$ cat config.mk
export PLATFORM = sky130hd
export DESIGN_NAME = axil_tmo_guard
export DESIGN_NICKNAME = d
export VERILOG_FILES = /design/src/rtl/axil_tmo_pkg.sv /design/src/rtl/axil_tmo_counter.sv /design/src/rtl/axil_tmo_chan.sv /design/src/rtl/axil_tmo_guard.sv
export SDC_FILE = /design/constraint.sdc
export NUM_CORES = 1
export LEC_CHECK = 0
export BUFFER_PORTS_ARGS = -buffer_cell sky130_fd_sc_hd__buf_2
export CORE_AREA = 2 2 115 117
export CTS_CLUSTER_DIAMETER = 40
export CTS_CLUSTER_SIZE = 28
export DETAILED_ROUTE_END_ITERATION = 16
export DIE_AREA = 0 0 117 119
export PLACE_DENSITY_LB_ADDON = 0.3
export RECOVER_POWER = 100
export SLEW_MARGIN = 5
export SYNTH_ARGS = -nofsm -noshare
export SYNTH_HDL_FRONTEND = slang
export SYNTH_SLANG_ARGS = --single-unit
export TNS_END_PERCENT = 10
$ cat constraint.sdc
create_clock -name clk_i -period 3.3 [get_ports clk_i]
set_clock_uncertainty 0.15 [all_clocks]
set_input_delay 0.99 -clock clk_i [delete_from_list [all_inputs] [get_ports clk_i]]
set_output_delay 0.99 -clock clk_i [all_outputs]
set_load 0.03 [all_outputs]
$ cat src/rtl/axil_tmo_pkg.sv
package axil_tmo_pkg;

  localparam logic [1:0] RESP_OKAY   = 2'b00;
  localparam logic [1:0] RESP_SLVERR = 2'b10;

  typedef enum logic [1:0] {
    ST_IDLE = 2'd0,
    ST_BUSY = 2'd1,
    ST_ERR  = 2'd2
  } tmo_state_e;

endpackage

$ cat src/rtl/axil_tmo_counter.sv
module axil_tmo_counter #(
  parameter int LIMIT = 16
) (
  input  logic clk_i,
  input  logic rst_ni,
  input  logic run_i,
  output logic last_o
);

  localparam int CW = $clog2(LIMIT + 1);
  localparam logic [CW-1:0] LAST = CW'(LIMIT - 1);

  logic [CW-1:0] cnt_q;

  assign last_o = (cnt_q == LAST);

  // restarts from zero whenever the channel is not waiting
  always_ff @(posedge clk_i or negedge rst_ni) begin
    if (!rst_ni)          cnt_q <= '0;
    else if (!run_i)      cnt_q <= '0;
    else if (cnt_q != LAST) cnt_q <= cnt_q + 1'b1;
  end

  AST_CNT_RANGE: assert property (@(posedge clk_i) disable iff (!rst_ni)
    cnt_q <= LAST) else $error("counter past limit");

endmodule

$ cat src/rtl/axil_tmo_chan.sv
module axil_tmo_chan
  import axil_tmo_pkg::*;
#(
  parameter int NREQ  = 1,
  parameter int LIMIT = 16
) (
  input  logic            clk_i,
  input  logic            rst_ni,
  input  logic [NREQ-1:0] m_req_valid_i,
  output logic [NREQ-1:0] m_req_ready_o,
  output logic [NREQ-1:0] s_req_valid_o,
  input  logic [NREQ-1:0] s_req_ready_i,
  output logic            m_rsp_valid_o,
  input  logic            m_rsp_ready_i,
  input  logic            s_rsp_valid_i,
  output logic            s_rsp_ready_o,
  output logic            err_o
);

  tmo_state_e      state_q;
  logic [NREQ-1:0] done_q;
  logic [NREQ-1:0] req_hs;
  logic            owe_q;
  logic            in_err, pending, rsp_hs, run, at_last, enter_err, all_done;

  assign in_err = (state_q == ST_ERR);
  assign err_o  = in_err;

  // per request lane: forward to slave, or absorb once timed out
  for (genvar g = 0; g < NREQ; g++) begin : g_lane
    assign s_req_valid_o[g] = in_err ? 1'b0 : (m_req_valid_i[g] & ~done_q[g]);
    assign m_req_ready_o[g] = in_err ? ~done_q[g] : (s_req_ready_i[g] & ~done_q[g]);
  end

  assign req_hs   = m_req_valid_i & m_req_ready_o;
  assign all_done = &(done_q | req_hs);

  always_comb begin
    if (in_err) begin
      m_rsp_valid_o = &done_q;
      s_rsp_ready_o = owe_q;
    end else begin
      m_rsp_valid_o = s_rsp_valid_i & ~owe_q;
      s_rsp_ready_o = owe_q | m_rsp_ready_i;
    end
  end

  assign rsp_hs    = m_rsp_valid_o & m_rsp_ready_i;
  assign pending   = (state_q == ST_BUSY) | ((state_q == ST_IDLE) & (|m_req_valid_i));
  assign run       = ~in_err & pending & ~rsp_hs;
  assign enter_err = run & at_last;

  axil_tmo_counter #(.LIMIT(LIMIT)) u_cnt (
    .clk_i  (clk_i),
    .rst_ni (rst_ni),
    .run_i  (run),
    .last_o (at_last)
  );

  always_ff @(posedge clk_i or negedge rst_ni) begin
    if (!rst_ni) begin
      state_q <= ST_IDLE;
      done_q  <= '0;
    end else if (rsp_hs) begin
      state_q <= ST_IDLE;
      done_q  <= '0;
    end else begin
      done_q <= done_q | req_hs;
      if (enter_err)    state_q <= ST_ERR;
      else if (pending) state_q <= ST_BUSY;
    end
  end

  // slave holds a full request: its eventual reply must be swallowed
  always_ff @(posedge clk_i or negedge rst_ni) begin
    if (!rst_ni)                                    owe_q <= 1'b0;
    else if (enter_err && all_done)                 owe_q <= 1'b1;
    else if (owe_q && s_rsp_valid_i && s_rsp_ready_o) owe_q <= 1'b0;
  end

  AST_RSP_HOLD: assert property (@(posedge clk_i) disable iff (!rst_ni)
    m_rsp_valid_o && !m_rsp_ready_i |=> m_rsp_valid_o) else $error("response dropped");
  AST_SINGLE_RSP: assert property (@(posedge clk_i) disable iff (!rst_ni)
    rsp_hs |=> !m_rsp_valid_o) else $error("second response");
  AST_ERR_NO_SLAVE_HS: assert property (@(posedge clk_i) disable iff (!rst_ni)
    in_err |-> !(|(s_req_valid_o & s_req_ready_i))) else $error("slave took request in error");
  AST_ERR_AFTER_RUN: assert property (@(posedge clk_i) disable iff (!rst_ni)
    $rose(in_err) |-> $past(pending)) else $error("error without pending");

endmodule

$ cat src/rtl/axil_tmo_guard.sv
module axil_tmo_guard
  import axil_tmo_pkg::*;
#(
  parameter int ADDR_W     = 32,
  parameter int DATA_W     = 32,
  parameter int TMO_CYCLES = 16
) (
  input  logic                clk_i,
  input  logic                rst_ni,
  input  logic                m_awvalid_i,
  output logic                m_awready_o,
  input  logic [ADDR_W-1:0]   m_awaddr_i,
  input  logic                m_wvalid_i,
  output logic                m_wready_o,
  input  logic [DATA_W-1:0]   m_wdata_i,
  input  logic [DATA_W/8-1:0] m_wstrb_i,
  output logic                m_bvalid_o,
  input  logic                m_bready_i,
  output logic [1:0]          m_bresp_o,
  input  logic                m_arvalid_i,
  output logic                m_arready_o,
  input  logic [ADDR_W-1:0]   m_araddr_i,
  output logic                m_rvalid_o,
  input  logic                m_rready_i,
  output logic [DATA_W-1:0]   m_rdata_o,
  output logic [1:0]          m_rresp_o,
  output logic                s_awvalid_o,
  input  logic                s_awready_i,
  output logic [ADDR_W-1:0]   s_awaddr_o,
  output logic                s_wvalid_o,
  input  logic                s_wready_i,
  output logic [DATA_W-1:0]   s_wdata_o,
  output logic [DATA_W/8-1:0] s_wstrb_o,
  input  logic                s_bvalid_i,
  output logic                s_bready_o,
  input  logic [1:0]          s_bresp_i,
  output logic                s_arvalid_o,
  input  logic                s_arready_i,
  output logic [ADDR_W-1:0]   s_araddr_o,
  input  logic                s_rvalid_i,
  output logic                s_rready_o,
  input  logic [DATA_W-1:0]   s_rdata_i,
  input  logic [1:0]          s_rresp_i
);

  localparam int WR_LANES = 2;
  localparam int RD_LANES = 1;

  logic                wr_err, rd_err;
  logic [WR_LANES-1:0] wr_m_ready, wr_s_valid;
  logic [RD_LANES-1:0] rd_m_ready, rd_s_valid;

  // lane 0 = address, lane 1 = data
  axil_tmo_chan #(.NREQ(WR_LANES), .LIMIT(TMO_CYCLES)) u_wr (
    .clk_i         (clk_i),
    .rst_ni        (rst_ni),
    .m_req_valid_i ({m_wvalid_i, m_awvalid_i}),
    .m_req_ready_o (wr_m_ready),
    .s_req_valid_o (wr_s_valid),
    .s_req_ready_i ({s_wready_i, s_awready_i}),
    .m_rsp_valid_o (m_bvalid_o),
    .m_rsp_ready_i (m_bready_i),
    .s_rsp_valid_i (s_bvalid_i),
    .s_rsp_ready_o (s_bready_o),
    .err_o         (wr_err)
  );

  axil_tmo_chan #(.NREQ(RD_LANES), .LIMIT(TMO_CYCLES)) u_rd (
    .clk_i         (clk_i),
    .rst_ni        (rst_ni),
    .m_req_valid_i (m_arvalid_i),
    .m_req_ready_o (rd_m_ready),
    .s_req_valid_o (rd_s_valid),
    .s_req_ready_i (s_arready_i),
    .m_rsp_valid_o (m_rvalid_o),
    .m_rsp_ready_i (m_rready_i),
    .s_rsp_valid_i (s_rvalid_i),
    .s_rsp_ready_o (s_rready_o),
    .err_o         (rd_err)
  );

  assign m_awready_o = wr_m_ready[0];
  assign m_wready_o  = wr_m_ready[1];
  assign s_awvalid_o = wr_s_valid[0];
  assign s_wvalid_o  = wr_s_valid[1];
  assign m_arready_o = rd_m_ready[0];
  assign s_arvalid_o = rd_s_valid[0];

  assign s_awaddr_o = m_awaddr_i;
  assign s_wdata_o  = m_wdata_i;
  assign s_wstrb_o  = m_wstrb_i;
  assign s_araddr_o = m_araddr_i;

  assign m_bresp_o = wr_err ? RESP_SLVERR : s_bresp_i;
  assign m_rresp_o = rd_err ? RESP_SLVERR : s_rresp_i;
  assign m_rdata_o = rd_err ? {DATA_W{1'b1}} : s_rdata_i;

  AST_RD_ERR_DATA: assert property (@(posedge clk_i) disable iff (!rst_ni)
    m_rvalid_o && rd_err |-> (&m_rdata_o) && (m_rresp_o == RESP_SLVERR))
    else $error("bad read error beat");
  AST_WR_ERR_RESP: assert property (@(posedge clk_i) disable iff (!rst_ni)
    m_bvalid_o && wr_err |-> m_bresp_o == RESP_SLVERR) else $error("bad write error");

endmodule

==> summary.txt <==
Clock tree
  – Clk root buf: clkbuf_16
  – Post-CTS Setup Repair Bufs: 0
  – H-tree lvl count: 1
  – Clk sink count: 19
  – Deepest clock path buffer count: 2
  – CTS clk-pin slew, worst paths: roughly 50 ps
  – Post-CTS Resized: 0
  – CTS tree: yes
  – Hold Buf Count CTS: 0
  – Worst-Skew Late Latency: about 250 ps
  – Num CTS Buffers: 3

Layout
  – # diodes: 0
  – Filler cells: roughly 1500
  – Final #Nets: approximately 390
  – Fraction of layout cells with a size suffix above 1: 0.223
  – Area Overhead vs Synth: -4.53%

Placed design
  – Port bufs: 93
  – DP Worst Slack: around 480 ps
  – DP Wirelength: 3300 µm
  – RePlAce Congestion: 0.670

Detailed routing
  – Drt drc: 0
  – Starting DRT DRC Count: 26
  – Vias/cell: between 3 and 4
  – DRT Pass-1 Iters: 4
  – Routed via count: 1375
  – WL final: around 4100 µm
  – Wire per inst: 9.91 µm
  – Antenna Nets Post-Route: 0

Synthesis
  – Yosys warns: 0
  – FF+latch count, synth: 19
  – Top cell type's share of synthesized area: 0.373
  – Mapped Area: roughly 2000 µm²
  – Post-synth top flop: dfrtp_1
  – Post-synthesis sequential area ratio: 0.236
  – Mapped Cells: 242
  – Post-synth EDFFs: 0
  – Avg Inst Size Synth: approximately 8.3 µm²
  – Netlist cell types: 33
  – Dominant cells by area after synthesis: buf_4 (37%), dfrtp_1 (24%), nand2b_1 (9.6%)
  – Largest area contributor in the netlist: buf_4
  – Post-Syn Nets: roughly 390
  – Async set or reset register ratio after synthesis: 1.00

Run
  – Max cap viols: 0

STA
  – Max frequency: ~340 MHz
  – Fin worst setup slack: roughly 370 ps
  – Final-report max-slew violation count: 0
  – Setup violators final: 0
  – Fin crit period: about 3000 ps
  – RSZ-0062 raised after global routing: no
  – Fin crit share: 0.888
  – Setup TNS: 0 ps
  – Final hold vios: 0
  – Slew @ Worst Pin: 1080 ps
  – Worst slew margin: 0.281

Pwr
  – Leakage power: roughly 0.9 nW
  – Power density over the cells: between 400 and 500 nW/µm²
  – Peak VDD IR: between 0.15 and 0.2 mV

Die
  – Starting Density: 0.156
  – Rows: 42
  – Die area: 13900 µm²
  – I/O pin cnt: just under 300
  – Core area: ~13000 µm²
  – Chip width: 117 µm
  – Die Height: around 120 µm

Global routing
  – First-pass GRT wire length: roughly 5900 µm
  – Largest net degree at the start of global routing: 39
  – Vias in the first global route: between 1000 and 1500
  – GRT Util Overall: 0.0535
  – GRT Residual Overflow: 0
  – Initial antenna violation count: 0

Setup path
  – Critical Path End Type: output pin
  – Max FO, Critical Path: 38
  – Startpoint types: flop
  – Critical path class: reg -> out
  – Critical path arrival: approximately 1800 ps
  – Crit path required time: roughly 2200 ps

Hold path
  – HP Class: reg -> reg

Status
  – Status: finished, final reports clean
[path summary, 6_finish.rpt]
path                                           from             endpoint  slack, ps  cells past startpoint
worst min-delay path            u_wr.u_cnt.cnt_q[4]  u_wr.u_cnt.cnt_q[4]        370                      2
worst max register to register      u_rd.state_q[0]      u_rd.state_q[0]       1290                      4
worst min register to register  u_wr.u_cnt.cnt_q[4]  u_wr.u_cnt.cnt_q[4]        370                      2
worst max-delay path                u_rd.state_q[0]           m_rvalid_o        370                      3
min in group asynchronous                    rst_ni  u_rd.u_cnt.cnt_q[0]        770                      1
max in group asynchronous                    rst_ni  u_wr.u_cnt.cnt_q[0]       1580                      1
[final cells by class]
type	count	area, µm²	area share
timing repair buffer	93	408	0.212
inverter	7	26.3	0.0137
tap	176	220	0.115
multi-input combinational	110	714	0.372
clock buffer	4	78.8	0.0410
sequential	19	475	0.247
[cell usage after synthesis, types with 2 or more instances]
cell	count
buf_4	100
nand2b_1	31
dfrtp_1	19
nor2_1	19
inv_1	7
nor2b_1	6
or2b_1	5
a21oi_1	4
clkbuf_1	4
ha_1	4
nand2_1	4
o21a_1	4
xor2_1	4
and2_1	3
a211o_1	2
and3_1	2
buf_2	2
mux2_4	2
mux2i_1	2
nand4_1	2
nor3b_1	2
o22ai_1	2
xnor2_1	2
[cell usage in the layout, fill, tap and decap left out, drive strengths merged, types with 2 or more instances in the layout]
master / n
ha: 4
buf: 47
o21a: 4
nor2: 19
dfrtp: 19
o22ai: 2
and3: 2
xnor2: 2
inv: 7
mux2: 2
nand2b: 32
a211o: 2
nand2: 5
xor2: 4
or2b: 5
nor3b: 2
nand4: 2
mux2i: 2
clkbuf: 50
nor2b: 6
and2: 4
a21oi: 4
[cells by family after synthesis]
logic type,after synthesis,share of synthesized area
buf+inv,113,0.398
simple gates,79,0.227
flops,19,0.236
compound gates,17,0.0634
xor+xnor,6,0.0261
mux,4,0.0248
fa+ha+maj,4,0.0248
[sequential cells by signal (all words and copies together), names as in the netlist]
| register | flops |
|---|---|
| u_wr.state_q | 2 |
| u_rd.u_cnt.cnt_q | 5 |
| u_wr.u_cnt.cnt_q | 5 |
| u_rd.state_q | 2 |
| u_rd.owe_q | 1 |
| u_wr.owe_q | 1 |
| u_wr.done_q | 2 |
| u_rd.done_q | 1 |
[worst max-delay path, cell delays in order, from the launching register on]
cell and delay [ps]:
dfrtp_1 390, nand2b_2 500, mux2_1 470, buf_2 180
[per-layer routing]
metal	wire, µm	vias to the layer above	track usage
li1	-	646	-
met1	1520	609	0.0525
met2	1800	74	0.0845
met3	439	46	0.0234
met4	295	0	0.0463
met5	0	-	0
[power by group]
part           internal, W  switching (W)
Clock             0.000164      0.0000807
Sequential        0.000269      0.0000314
Combinational    0.0000908       0.000142
Total             0.000524       0.000254
[metrics by stage]
| stage | utilization | hold WS [ps] | total power [W] | instance area (µm²) | cells |
|---|---|---|---|---|---|
| 5_1_grt | 0.149 | 421 | 0.000835 | 1920 | 409 |
| 3_5_place_dp | 0.149 | 357 | 0.000553 | 1920 | 405 |
| 3_3_place_gp | 0.149 | 349 | 0.000551 | 1920 | 405 |
| 2_1_floorplan | - | 334 | 0.000691 | 2010 | 242 |
| 4_1_cts | 0.156 | 369 | 0.000808 | 2000 | 409 |
| 6_report | 0.149 | 367 | 0.000778 | 1920 | 409 |
No activity file was read; power rests on OpenSTA's default activity.
